`src/rtl/pdal_pkg.sv`:
```
package pdal_pkg;
   localparam int unsigned WORD_W     = 32;
   localparam int unsigned HALF_W     = WORD_W / 2;
   localparam int unsigned WORD_BYTES = WORD_W / 8;
   localparam int unsigned OFF_W      = $clog2(WORD_BYTES) + 1;

   typedef logic [OFF_W-1:0] off_t;

   typedef struct packed {
      logic [WORD_W-1:0] bits;
      logic [3:0]        cond;
      logic              sf;
      logic              misc;
      logic [2:0]        size;
   } ins_t;
endpackage

```
`src/rtl/pdal_hw_pick.sv`:
```
module pdal_hw_pick
   import pdal_pkg::*;
#(
   parameter logic [4:0] PREFIX_MIN = 5'b11101
) (
   input  logic [WORD_W-1:0] word,
   input  off_t              off,
   output logic [HALF_W-1:0] hw,
   output logic              first_half
);
   logic [WORD_W-1:0] shifted;

   always_comb begin
      shifted    = word >> {off, 3'b000};
      hw         = shifted[HALF_W-1:0];
      first_half = (hw[HALF_W-1:HALF_W-5] >= PREFIX_MIN);
   end
endmodule

```
`src/rtl/pdal_full_flags.sv`:
```
module pdal_full_flags
   import pdal_pkg::*;
#(
   parameter bit EN_FLAGS = 1'b1
) (
   input  logic [WORD_W-1:0] word,
   output logic              sf,
   output logic              misc
);
   if (EN_FLAGS) begin : g_flags
      assign sf   = word[7] & word[4];
      assign misc = (word[24:23] == 2'b10) & ~word[20];
   end else begin : g_noflags
      assign sf   = 1'b0;
      assign misc = 1'b0;
   end
endmodule

```
`src/rtl/pdal_step.sv`:
```
module pdal_step
   import pdal_pkg::*;
#(
   parameter int unsigned ADDR_W      = 32,
   parameter int unsigned CBLK_W      = 8,
   parameter logic [3:0]  UNCOND_CODE = 4'hF,
   parameter logic [4:0]  PREFIX_MIN  = 5'b11101,
   parameter bit          EN_FLAGS    = 1'b1
) (
   input  logic [WORD_W-1:0] word,
   input  logic [ADDR_W-1:0] base_addr,
   input  off_t              off,
   input  logic              cmp,
   input  logic [CBLK_W-1:0] cblk,
   input  logic              pend,
   input  logic [HALF_W-1:0] hold_hi,
   input  logic [ADDR_W-1:0] hold_pc,
   input  logic [3:0]        hold_cond,
   output ins_t              nins,
   output logic [ADDR_W-1:0] npc,
   output logic [2:0]        consume,
   output logic              done,
   output logic              set_pend,
   output logic [HALF_W-1:0] park_hw,
   output logic [ADDR_W-1:0] park_pc,
   output logic [3:0]        park_cond
);
   logic [HALF_W-1:0] hw;
   logic              first_half;
   logic              sf, misc;
   logic [ADDR_W-1:0] cur_pc;
   logic [3:0]        cblk_cond;

   pdal_hw_pick #(.PREFIX_MIN(PREFIX_MIN)) i_pick (
      .word(word), .off(off), .hw(hw), .first_half(first_half)
   );

   pdal_full_flags #(.EN_FLAGS(EN_FLAGS)) i_flags (
      .word(word), .sf(sf), .misc(misc)
   );

   always_comb begin
      cur_pc    = base_addr + ADDR_W'(off);
      cblk_cond = cblk[CBLK_W-1 -: 4];
      nins      = '0;
      npc       = cur_pc;
      consume   = 3'd2;
      done      = 1'b1;
      set_pend  = 1'b0;
      park_hw   = hw;
      park_pc   = cur_pc;
      park_cond = cblk_cond;
      if (pend) begin
         nins.bits = {hold_hi, hw};
         nins.cond = hold_cond;
         nins.size = 3'd4;
         npc       = hold_pc;
      end else if (!cmp) begin
         nins.bits = word;
         nins.cond = word[WORD_W-1 -: 4];
         nins.sf   = sf;
         nins.misc = misc;
         nins.size = 3'd4;
         consume   = 3'd4;
      end else if (first_half && off == '0) begin
         nins.bits = {word[HALF_W-1:0], word[WORD_W-1:HALF_W]};
         nins.cond = cblk_cond;
         nins.size = 3'd4;
         consume   = 3'd4;
      end else if (first_half) begin
         done     = 1'b0;
         set_pend = 1'b1;
      end else begin
         nins.bits = {{HALF_W{1'b0}}, hw};
         nins.cond = UNCOND_CODE;
         nins.size = 3'd2;
      end
   end
endmodule

```
`src/rtl/pdal_aligner.sv`:
```
module pdal_aligner
   import pdal_pkg::*;
#(
   parameter int unsigned ADDR_W      = 32,
   parameter int unsigned CBLK_W      = 8,
   parameter logic [3:0]  UNCOND_CODE = 4'hF,
   parameter logic [4:0]  PREFIX_MIN  = 5'b11101,
   parameter bit          EN_FLAGS    = 1'b1
) (
   input  logic              clk,
   input  logic              rst_n,
   input  logic              fw_valid,
   output logic              fw_ready,
   input  logic [31:0]       fw_data,
   input  logic [ADDR_W-1:0] fw_addr,
   input  logic              fw_cmp,
   input  logic [CBLK_W-1:0] fw_cblk,
   output logic              out_valid,
   input  logic              out_ready,
   output logic [31:0]       ins_bits,
   output logic [2:0]        ins_size,
   output logic [ADDR_W-1:0] ins_pc,
   output logic [ADDR_W-1:0] ins_npc,
   output logic [3:0]        ins_cond,
   output logic              ins_sf,
   output logic              ins_misc
);
   if (ADDR_W < 3) begin : g_bad_addr
      $error("pdal_aligner: ADDR_W must be at least 3");
   end
   if (CBLK_W < 4) begin : g_bad_cblk
      $error("pdal_aligner: CBLK_W must be at least 4");
   end

   localparam int unsigned SUM_W = OFF_W + 1;

   logic [WORD_W-1:0] word_q;
   logic [ADDR_W-1:0] addr_q;
   logic              cmp_q;
   logic [CBLK_W-1:0] cblk_q;
   off_t              off_q;
   logic              oob_q;
   logic              pend_q;
   logic [HALF_W-1:0] hold_hi_q;
   logic [ADDR_W-1:0] hold_pc_q;
   logic [3:0]        hold_cond_q;
   ins_t              ins_q;
   logic [ADDR_W-1:0] pc_q;
   logic              rdy_q;

   ins_t              nins;
   logic [ADDR_W-1:0] step_pc;
   logic [2:0]        consume;
   logic              done, set_pend;
   logic [HALF_W-1:0] park_hw;
   logic [ADDR_W-1:0] park_pc;
   logic [3:0]        park_cond;
   logic [SUM_W-1:0]  off_sum;
   logic              load, step, take;

   pdal_step #(
      .ADDR_W(ADDR_W), .CBLK_W(CBLK_W), .UNCOND_CODE(UNCOND_CODE),
      .PREFIX_MIN(PREFIX_MIN), .EN_FLAGS(EN_FLAGS)
   ) i_step (
      .word(word_q), .base_addr(addr_q), .off(off_q), .cmp(cmp_q),
      .cblk(cblk_q), .pend(pend_q), .hold_hi(hold_hi_q),
      .hold_pc(hold_pc_q), .hold_cond(hold_cond_q),
      .nins(nins), .npc(step_pc), .consume(consume), .done(done),
      .set_pend(set_pend), .park_hw(park_hw), .park_pc(park_pc),
      .park_cond(park_cond)
   );

   always_comb begin
      load    = fw_valid & oob_q;
      step    = ~oob_q & ~rdy_q;
      take    = rdy_q & out_ready;
      off_sum = SUM_W'(off_q) + SUM_W'(consume);
   end

   always_ff @(posedge clk) begin
      if (!rst_n) begin
         word_q      <= '0;
         addr_q      <= '0;
         cmp_q       <= 1'b0;
         cblk_q      <= '0;
         off_q       <= '0;
         oob_q       <= 1'b1;
         pend_q      <= 1'b0;
         hold_hi_q   <= '0;
         hold_pc_q   <= '0;
         hold_cond_q <= '0;
         ins_q       <= '0;
         pc_q        <= '0;
         rdy_q       <= 1'b0;
      end else begin
         if (load) begin
            word_q <= fw_data;
            addr_q <= fw_addr;
            cmp_q  <= fw_cmp;
            cblk_q <= fw_cblk;
            off_q  <= '0;
            oob_q  <= 1'b0;
         end
         if (step) begin
            off_q  <= off_sum[OFF_W-1:0];
            oob_q  <= (off_sum >= SUM_W'(WORD_BYTES));
            pend_q <= set_pend;
            if (set_pend) begin
               hold_hi_q   <= park_hw;
               hold_pc_q   <= park_pc;
               hold_cond_q <= park_cond;
            end
            if (done) begin
               ins_q <= nins;
               pc_q  <= step_pc;
               rdy_q <= 1'b1;
            end
         end
         if (take) begin
            ins_q <= '0;
            rdy_q <= 1'b0;
         end
      end
   end

   always_comb begin
      fw_ready  = oob_q;
      out_valid = rdy_q;
      ins_bits  = ins_q.bits;
      ins_size  = ins_q.size;
      ins_cond  = ins_q.cond;
      ins_sf    = ins_q.sf;
      ins_misc  = ins_q.misc;
      ins_pc    = pc_q;
      ins_npc   = pc_q + ADDR_W'(ins_q.size);
   end
endmodule

```
`config.mk`:
```
export PLATFORM = sky130hd
export DESIGN_NAME = pdal_aligner
export DESIGN_NICKNAME = d
export VERILOG_FILES = /design/src/rtl/pdal_pkg.sv /design/src/rtl/pdal_hw_pick.sv /design/src/rtl/pdal_full_flags.sv /design/src/rtl/pdal_step.sv /design/src/rtl/pdal_aligner.sv
export SDC_FILE = /design/constraint.sdc
export NUM_CORES = 1
export LEC_CHECK = 0
export BUFFER_PORTS_ARGS = -buffer_cell sky130_fd_sc_hd__buf_4
export CORE_MARGIN = 1.5
export CORE_UTILIZATION = 51
export CTS_BUF_LIST = sky130_fd_sc_hd__clkbuf_8 sky130_fd_sc_hd__clkbuf_16
export DETAILED_ROUTE_END_ITERATION = 6
export GPL_ROUTABILITY_DRIVEN = 0
export PLACE_DENSITY_LB_ADDON = 0.05
export SYNTH_ARGS = -nofsm -noshare
export SYNTH_HDL_FRONTEND = slang
export SYNTH_HIERARCHICAL = 1
export SYNTH_SLANG_ARGS = --single-unit
```
`constraint.sdc`:
```
create_clock -name clk -period 2.6 [get_ports clk]
set_input_delay 0.13 -clock clk [delete_from_list [all_inputs] [get_ports clk]]
set_output_delay 0.13 -clock clk [all_outputs]
set_load 0.01 [all_outputs]
```
# Yosys cells after proc, flatten, opt, wreduce, memory -nomap -nowiden
# Index checks and enable logic that the tools add are counted.
word_totals:
  regBits: 204
  input_bits: 77
  wordCells: 65
op_classes:
  add_sub_neg: 3
  order_cmp: 2
  n_eq_ne: 1
  shifts: 1
  mux: 26
  n_bitwise: 9
  n_reduce_logical: 6
op_table:
  columns: ["op", "count"]
  rows:
  - ["36-bit two-way mux", 3]
  - ["32-bit by 3-bit adder with 32-bit output", 2]
  - ["32-bit two-way mux", 1]
  - ["32-bit by 6-bit >> shifter with 16-bit output", 1]
  - ["3-bit two-way mux", 8]
  - ["20-bit two-way mux", 1]
  - ["1-bit two-way mux", 10]
  - ["2-bit two-way mux", 3]
  - ["1-bit AND", 5]
  - ["5-bit >= comparator, second input constant", 1]
  - ["3-bit by 3-bit adder with 4-bit output", 1]
  - ["4-bit by 3-bit >= comparator with 1-bit output, second input constant", 1]
  - ["1-bit NOT", 4]
  - ["2-bit AND reduction", 2]
  - ["3-bit logical NOT", 1]
  - ["2-bit == test, second input constant", 1]
  - ["2-bit nonzero test", 1]
  - ["2-bit OR reduction", 1]
  - ["1-bit logical AND", 1]

# Longest topological paths before layout
# Gate-level depths: netlist (run 1).
depth:
  depth_word: 9
  mapped_depth: 14
  ltp_nobuf: 13

# By module
# Netlist (run 1), hierarchy kept.
modules_own_cells:
  columns: ["mod", "instances", "cells_per_inst", "area_per_inst_um2"]
  rows:
  - ["pdal_aligner", 1, 993, 8124.0]
  - ["pdal_step", 1, 355, 2177.1]
  - ["pdal_hw_pick", 1, 67, 455.4]
  - ["pdal_full_flags", 1, 2, 18.8]

# Worst setup path after synthesis (run 1)
# Ideal clock, no wire load.
synth_path:
  path_type: "register -> register"
  from: "register off_q[1]"
  to: "register oob_q (netlist: fw_ready)"
  setup_ns: 0.131
  arrival_ns: 2.452
  required_ns: 2.469
  slack_ns: 0.017
  stages_incl_launch_ff: 15
  path_buffers: 1
  synth_period_minus_slack_ns: 2.583
  cell_sequence: "dfxtp_1 -> buf_6 -> mux2i_1 -> nor2_1 -> o41ai_2 -> nor4b_2 -> nand2_1 -> a21oi_1 -> inv_1 -> inv_1 -> fa_1 -> nor2b_1 -> a21oi_1 -> o21ai_0 -> nand3_1"
synth_via:
  elab_chain_len: 9
synth_lines:
  columns: ["element", "line", "rtl"]
  rows:
  - ["from (decl)", "pdal_aligner.sv:41", "off_t off_q;"]
  - ["from (signal assigned)", "pdal_aligner.sv:105", "off_q <= off_sum[OFF_W-1:0];"]
  - ["32-bit by 6-bit >> shifter with 16-bit output", "pdal_hw_pick.sv:14", "shifted = word >> {off, 3'b000};"]
  - ["5-bit >= comparator", "pdal_hw_pick.sv:16", "first_half = (hw[HALF_W-1:HALF_W-5] >= PREFIX_MIN);"]
  - ["named net i_step.first_half", "pdal_step.sv:29", "logic first_half;"]
  - ["1-bit logical AND", "pdal_step.sv:65", "end else if (first_half && off == '0) begin"]
  - ["3-bit two-way mux", "pdal_step.sv:65", null]
  - ["3-bit two-way mux", "pdal_step.sv:58", "end else if (!cmp) begin"]
  - ["3-bit two-way mux", "pdal_step.sv:53", "if (pend) begin"]
  - ["named net consume[2]", "pdal_aligner.sv:53", "logic [2:0] consume;"]
  - ["3-bit by 3-bit adder with 4-bit output", "pdal_aligner.sv:77", "off_sum = SUM_W'(off_q) + SUM_W'(consume);"]
  - ["4-bit by 3-bit >= comparator with 1-bit output", "pdal_aligner.sv:106", "oob_q <= (off_sum >= SUM_W'(WORD_BYTES));"]
  - ["1-bit two-way mux", "pdal_aligner.sv:104", "if (step) begin"]
  - ["to (signal assigned)", "pdal_aligner.sv:106", null]
  - ["to (decl)", "pdal_aligner.sv:42", "logic oob_q;"]
# The timed path passes the listed nets, and every way through them passes these cells.
# A chain may end at the register's enable or synchronous reset.

==> results of run 1 <==
## sequential cells by signal, summed over array words and instances, names as in the netlist, 3 cells and up
name,cells
hold_cond_q,4
ins_size,3
off_q,3
hold_hi_q,16
ins_cond,4
ins_pc,32
cblk_q,4
ins_bits,32
word_q,32
hold_pc_q,32
addr_q,32
## metal layers
| metal | vias to the layer above | GRT usage, % |
|---|---|---|
| met5 | - | 0 |
| met4 | 0 | 4.750 |
| met3 | 27 | 5.741 |
| met2 | 416 | 36.57 |
| met1 | 4817 | 46.13 |
| li1 | 5228 | - |
## layout make-up
type / instances / area, um2
repair buffers: 319 / 2793
inverters: 19 / 71.32
clock inverters: 14 / 158.9
flip-flops and latches: 200 / 4011
fillers: 1783 / 6236
multi-input cells: 1077 / 6317
well taps: 270 / 337.8
clock buffers: 18 / 439.2
## layout by cell type, fill, tap and decap left out, drive strengths merged, types with 4 or more instances in the layout
master         n
and2          16
o31a           4
nor2b         35
a31oi         14
o31ai         11
ha             9
nor3           9
dfxtp        200
a22o          18
nor2          40
a21o          20
and3          11
clkinv         5
buf          247
nand2        446
o21ai         23
a211oi        24
or4           12
inv           26
mux2          12
a21boi       154
nand3         22
mux2i          8
xor2          17
xnor2         26
nor4           9
nand4         24
clkbuf        21
dlygate4sd3   69
and4           8
a21oi         77
## path summary, 6_finish.rpt
path | to | from | depth (start not counted)
max | ins_bits[26]$_SDFFE_PP0P_ | off_q[1]$_SDFFE_PN0P_ | 12
min | cmp_q$_SDFFE_PN0P_ | fw_cmp | 3
max reg2reg | ins_bits[26]$_SDFFE_PP0P_ | off_q[1]$_SDFFE_PN0P_ | 12
min reg2reg | hold_pc_q[6]$_SDFFE_PN0P_ | hold_pc_q[6]$_SDFFE_PN0P_ | 2
## worst max-delay path: stages, from the launching register on
cell and delay (ns):
dfxtp_4 0.39, buf_6 0.14, nor2b_4 0.14, and2_4 0.18, o41ai_4 0.09, nor4b_4 0.30
buf_4 0.17, and3_1 0.20, buf_12 0.16, a21oi_1 0.09, o21ai_0 0.35, nand2_1 0.11
a21oi_1 0.13
## timing repair
item / in CTS / in global routing
gates resized for setup: 7 / 64
pin swaps: 1 / 10
hold buffers: 69 / 0
endpoints found under the hold margin: 69 / 0
setup buffers: 0 / 2
setup endpoints to repair: 138 / 100
cloned: 0 / 4
## power by group through the flow
stage               combinational, mW  clock, mW  sequential, mW
floorplan                       0.599          0            3.36
global placement                 1.05          0            3.38
detailed placement               1.05          0            3.39
CTS                              1.15       2.75            3.31
global route                     1.30       2.87            3.34
finish                           1.20       2.70            3.33
## per-stage QoR
| stage | instances | hold slack [ns] | util (%) |
|---|---|---|---|
| CTS | 1911 | 0.008698 | 67.89 |
| floorplan | 1402 | 0.2749 | - |
| detailed placement | 1810 | 0.3993 | 61.40 |
| finish | 1917 | 0.01460 | 69.38 |
| global route | 1917 | 0.005302 | 69.38 |
| global placement | 1810 | 0.3928 | 61.40 |
==> results.toml, run 1 <==
[power_and_ir_drop]
p_int_mw = 5.143
p_switching_mw = 2.079
power_mw = 7.222
power_frac_comb_pct = 16.6
ir_drop_mv = 0.4921
pwr-share-clk_pct = 37.3
power_density_mw_per_mm2 = 511.2
p_seq_share_pct = 46.1
switching_share_pct = 28.78
p_leak_nw = 5.751

[floorplanning]
die_x_um = 147.4
core_region_area_mm2 = 0.02036
die_y_um = 147.4
start_util_pct = 52.22
dieArea_mm2 = 0.02173
row_count = 52
io_pins = 184

[worst_setup_path]
critPathKind = "flip-flop to flip-flop"
ff2ff_setup_slack_ns = 0.08
required_ns = 2.98
arrival_ns = 2.89
end_kind = "flip-flop"
cp-start-kind = "flip-flop"
crit_fanout = 16

[detailed_routing]
totalWireLength_mm = 31.18
highest_layer = "met4"
met1Wirelength_mm = 15.92
dr.pass1.iters = 7
final_antenna_net_count = 0
via_count = 10488
dr_wl_met3_mm = 2.901
wl_met2_mm = 12.13
initialDrtViolationCount = 796
via_per_inst = 5.471
drc = 0
avgRoutedWirePerCell_um = 16.26

[yosys]
avgSynthCellArea_um2 = 7.591
synth.cell_area_mm2 = 0.01064
synth_cells = 1401
synth_warnings = 6

[sta]
tightest_slew_ns = 1.215
fin_crit_ns = 2.516
finalMaxSlewViolations = 0
setup-violations-final = 0
fin_crit_sh_pct = 96.77
final.setup.worst_slack_ns = 0.08393
max_freq_mhz = 397.4
fin_skew_ns = 0.01361
rsz0062_at_grt = "yes"
maxSlewHeadroom_pct = 18.70
hold_viol = 0
setup_tns_ns = 0

[clocking]
cts_buffers = 17
cts_max_path_buffers = 2
clk_pin_slew_ns = 0.08
clock_latency_ns = 0.45
htreeDepth = 4
root_buffer = "clkbuf_16"
clock_sinks = 200
cts_tree = "yes"

[placement]
pre_cts_slack_ns = -0.1190
io_buffers = 179
hpwl_mm = 21.54
placed_area_mm2 = 0.01250

[global_routing]
grt_usage_pct = 27.91
grt_max_degree = 123
antenna_found_initial = 0
global_route.overflow_total = 0
grt_pass1_vias = 9134
grt_pass1_wl_mm = 48.51

[job]
maxCapViolCount = 0

[layout]
syn_to_final_growth_pct = 32.85
nNetsFinal = 1723
diodes = 0
stdcell_area_mm2 = 0.01413
drive_gt1_share_pct = 21.19

[run_status]
status = "finished clean"

[hold_path]
holdCritPathClass = "primary input to flip-flop"
Note: power is estimated with default switching activity, not from simulation.
==> run 2: changes to the inputs <==
- clock period: 2.6 -> 2.2 ns (I/O delays scaled with it)
==> run 2 against run 1 <==
Effect of this change: the run now ends with setup timing left; worst hold slack better by 0.025 ns; global-route usage grew 2.8 points; highest routed layer unchanged; die area unchanged; flip-flop and latch count unchanged; via count increased by 12%.
==> results.toml, run 2 (synthesis results as in run 1) <==
[clocking]
clk_pin_slew_ns = 0.09
root_buffer = "clkbuf_16"
clock_sinks = 200
htreeDepth = 4
cts_max_path_buffers = 2
cts_buffers = 17
clock_latency_ns = 0.45
cts_tree = "yes"

[sta]
max_freq_mhz = 379.0
final.setup.worst_slack_ns = -0.4383
fin_skew_ns = 0.01552
fin_crit_ns = 2.638
setup-violations-final = 136
hold_viol = 0
maxSlewHeadroom_pct = 51.71
finalMaxSlewViolations = 0
setup_tns_ns = -36.87
fin_crit_sh_pct = 119.9
rsz0062_at_grt = "yes"
tightest_slew_ns = 0.7200

[layout]
diodes = 0
syn_to_final_growth_pct = 56.28
final_common_cell = "nand2_1"
final_cell_mix = "345 x nand2_1, 310 x buf_4, 187 x dfxtp_1, 70 x dlygate4sd3_1, 69 x a21boi_0"
stdcell_area_mm2 = 0.01662
seqCellArea_mm2 = 0.004028
multi_input_area_mm2 = 0.007468
nNetsFinal = 1847
drive_gt1_share_pct = 39.30
n_fill_cell = 1299

[hold_path]
holdCritPathClass = "primary input to flip-flop"

[job]
maxCapViolCount = 0

[floorplanning]
row_count = 52
io_pins = 184
dieArea_mm2 = 0.02173
start_util_pct = 52.22
die_y_um = 147.4
die_x_um = 147.4
core_region_area_mm2 = 0.02036

[detailed_routing]
drc = 0
final_antenna_net_count = 0
via_count = 11718
dr.pass1.iters = 6
initialDrtViolationCount = 1157
totalWireLength_mm = 38.62
via_per_inst = 5.741
avgRoutedWirePerCell_um = 18.92

[placement]
pre_cts_slack_ns = -0.3319
placed_area_mm2 = 0.01300
hpwl_mm = 22.21
io_buffers = 179

[global_routing]
global_route.overflow_total = 0
grt_pass1_vias = 9872
grt_pass1_wl_mm = 52.69
grt_usage_pct = 30.71
antenna_found_initial = 0
grt_max_degree = 83

[run_status]
violations = "setup timing"
status = "complete, but fails checks"

[worst_setup_path]
cp-start-kind = "flip-flop"
critPathKind = "flip-flop to flip-flop"
crit_fanout = 8
arrival_ns = 3.00
required_ns = 2.56
end_kind = "flip-flop"

[power_and_ir_drop]
p_leak_nw = 7.192
ir_drop_mv = 0.4871
power_density_mw_per_mm2 = 550.5
## run 2: worst paths after layout
path	slack, ns	endpoint	cells after the start	from
worst min register to register	0.45	hold_pc_q[5]$_SDFFE_PN0P_	2	hold_pc_q[5]$_SDFFE_PN0P_
worst max-delay path	-0.44	hold_hi_q[15]$_SDFFE_PN0P_	13	off_q[1]$_SDFFE_PN0P_
worst min-delay path	0.04	ins_size[0]$_SDFFE_PP0P_	4	out_ready
worst max register to register	-0.44	hold_hi_q[15]$_SDFFE_PN0P_	13	off_q[1]$_SDFFE_PN0P_
## run 2: stage by stage
step	instances	hold slack (ns)	power, mW	utilization (%)
6_report	2041	0.03956	9.149	81.62
5_1_grt	2041	0.04710	9.412	81.62
4_1_cts	2003	0.01040	8.752	73.68
3_5_place_dp	1867	0.3798	5.334	63.83
3_3_place_gp	1867	0.3722	5.322	63.83
2_1_floorplan	1402	0.2549	4.695	-
## run 2: metal layers
metal	routed length, um	GRT usage (%)	part of all wire, %	up-vias
met5	0	0	0	-
met2	16870	43.66	44	614
met4	861	6.650	2.2	0
li1	-	-	-	5478
met1	17130	46.77	44	5535
met3	3766	7.284	9.8	91
## run 2: final cells by class
class	count	share of cell area, %
sequential	200	24.23
clock buffer	17	2.559
inverter	19	0.4441
clock inverter	15	0.9786
tap	270	2.033
multi-input combinational	1078	44.93
timing repair buffer	442	24.82
## run 2: what timing repair did
item	4_1_cts	5_1_grt
endpoints found under the setup margin	158	154
pin swaps	27	174
setup buffers	27	32
resized for setup	87	393
hold buffers	70	0
cloned	9	16
hold endpoints to repair	70	0
## run 2: power by group
part           internal, mW  switching, mW
Sequential             3.75          0.164
Combinational         0.987           1.04
Clock                  1.62           1.59
## run 2: worst max-delay path, stage by stage (launching register included)
cell      delay, ns
dfxtp_4        0.41
buf_6          0.15
mux2i_2        0.15
nor2_1         0.14
a21oi_2        0.08
nor4b_4        0.37
nand2_1        0.10
or2_4          0.27
inv_4          0.07
and2_4         0.27
buf_6          0.13
buf_8          0.12
nand2_2        0.05
a21boi_1       0.22
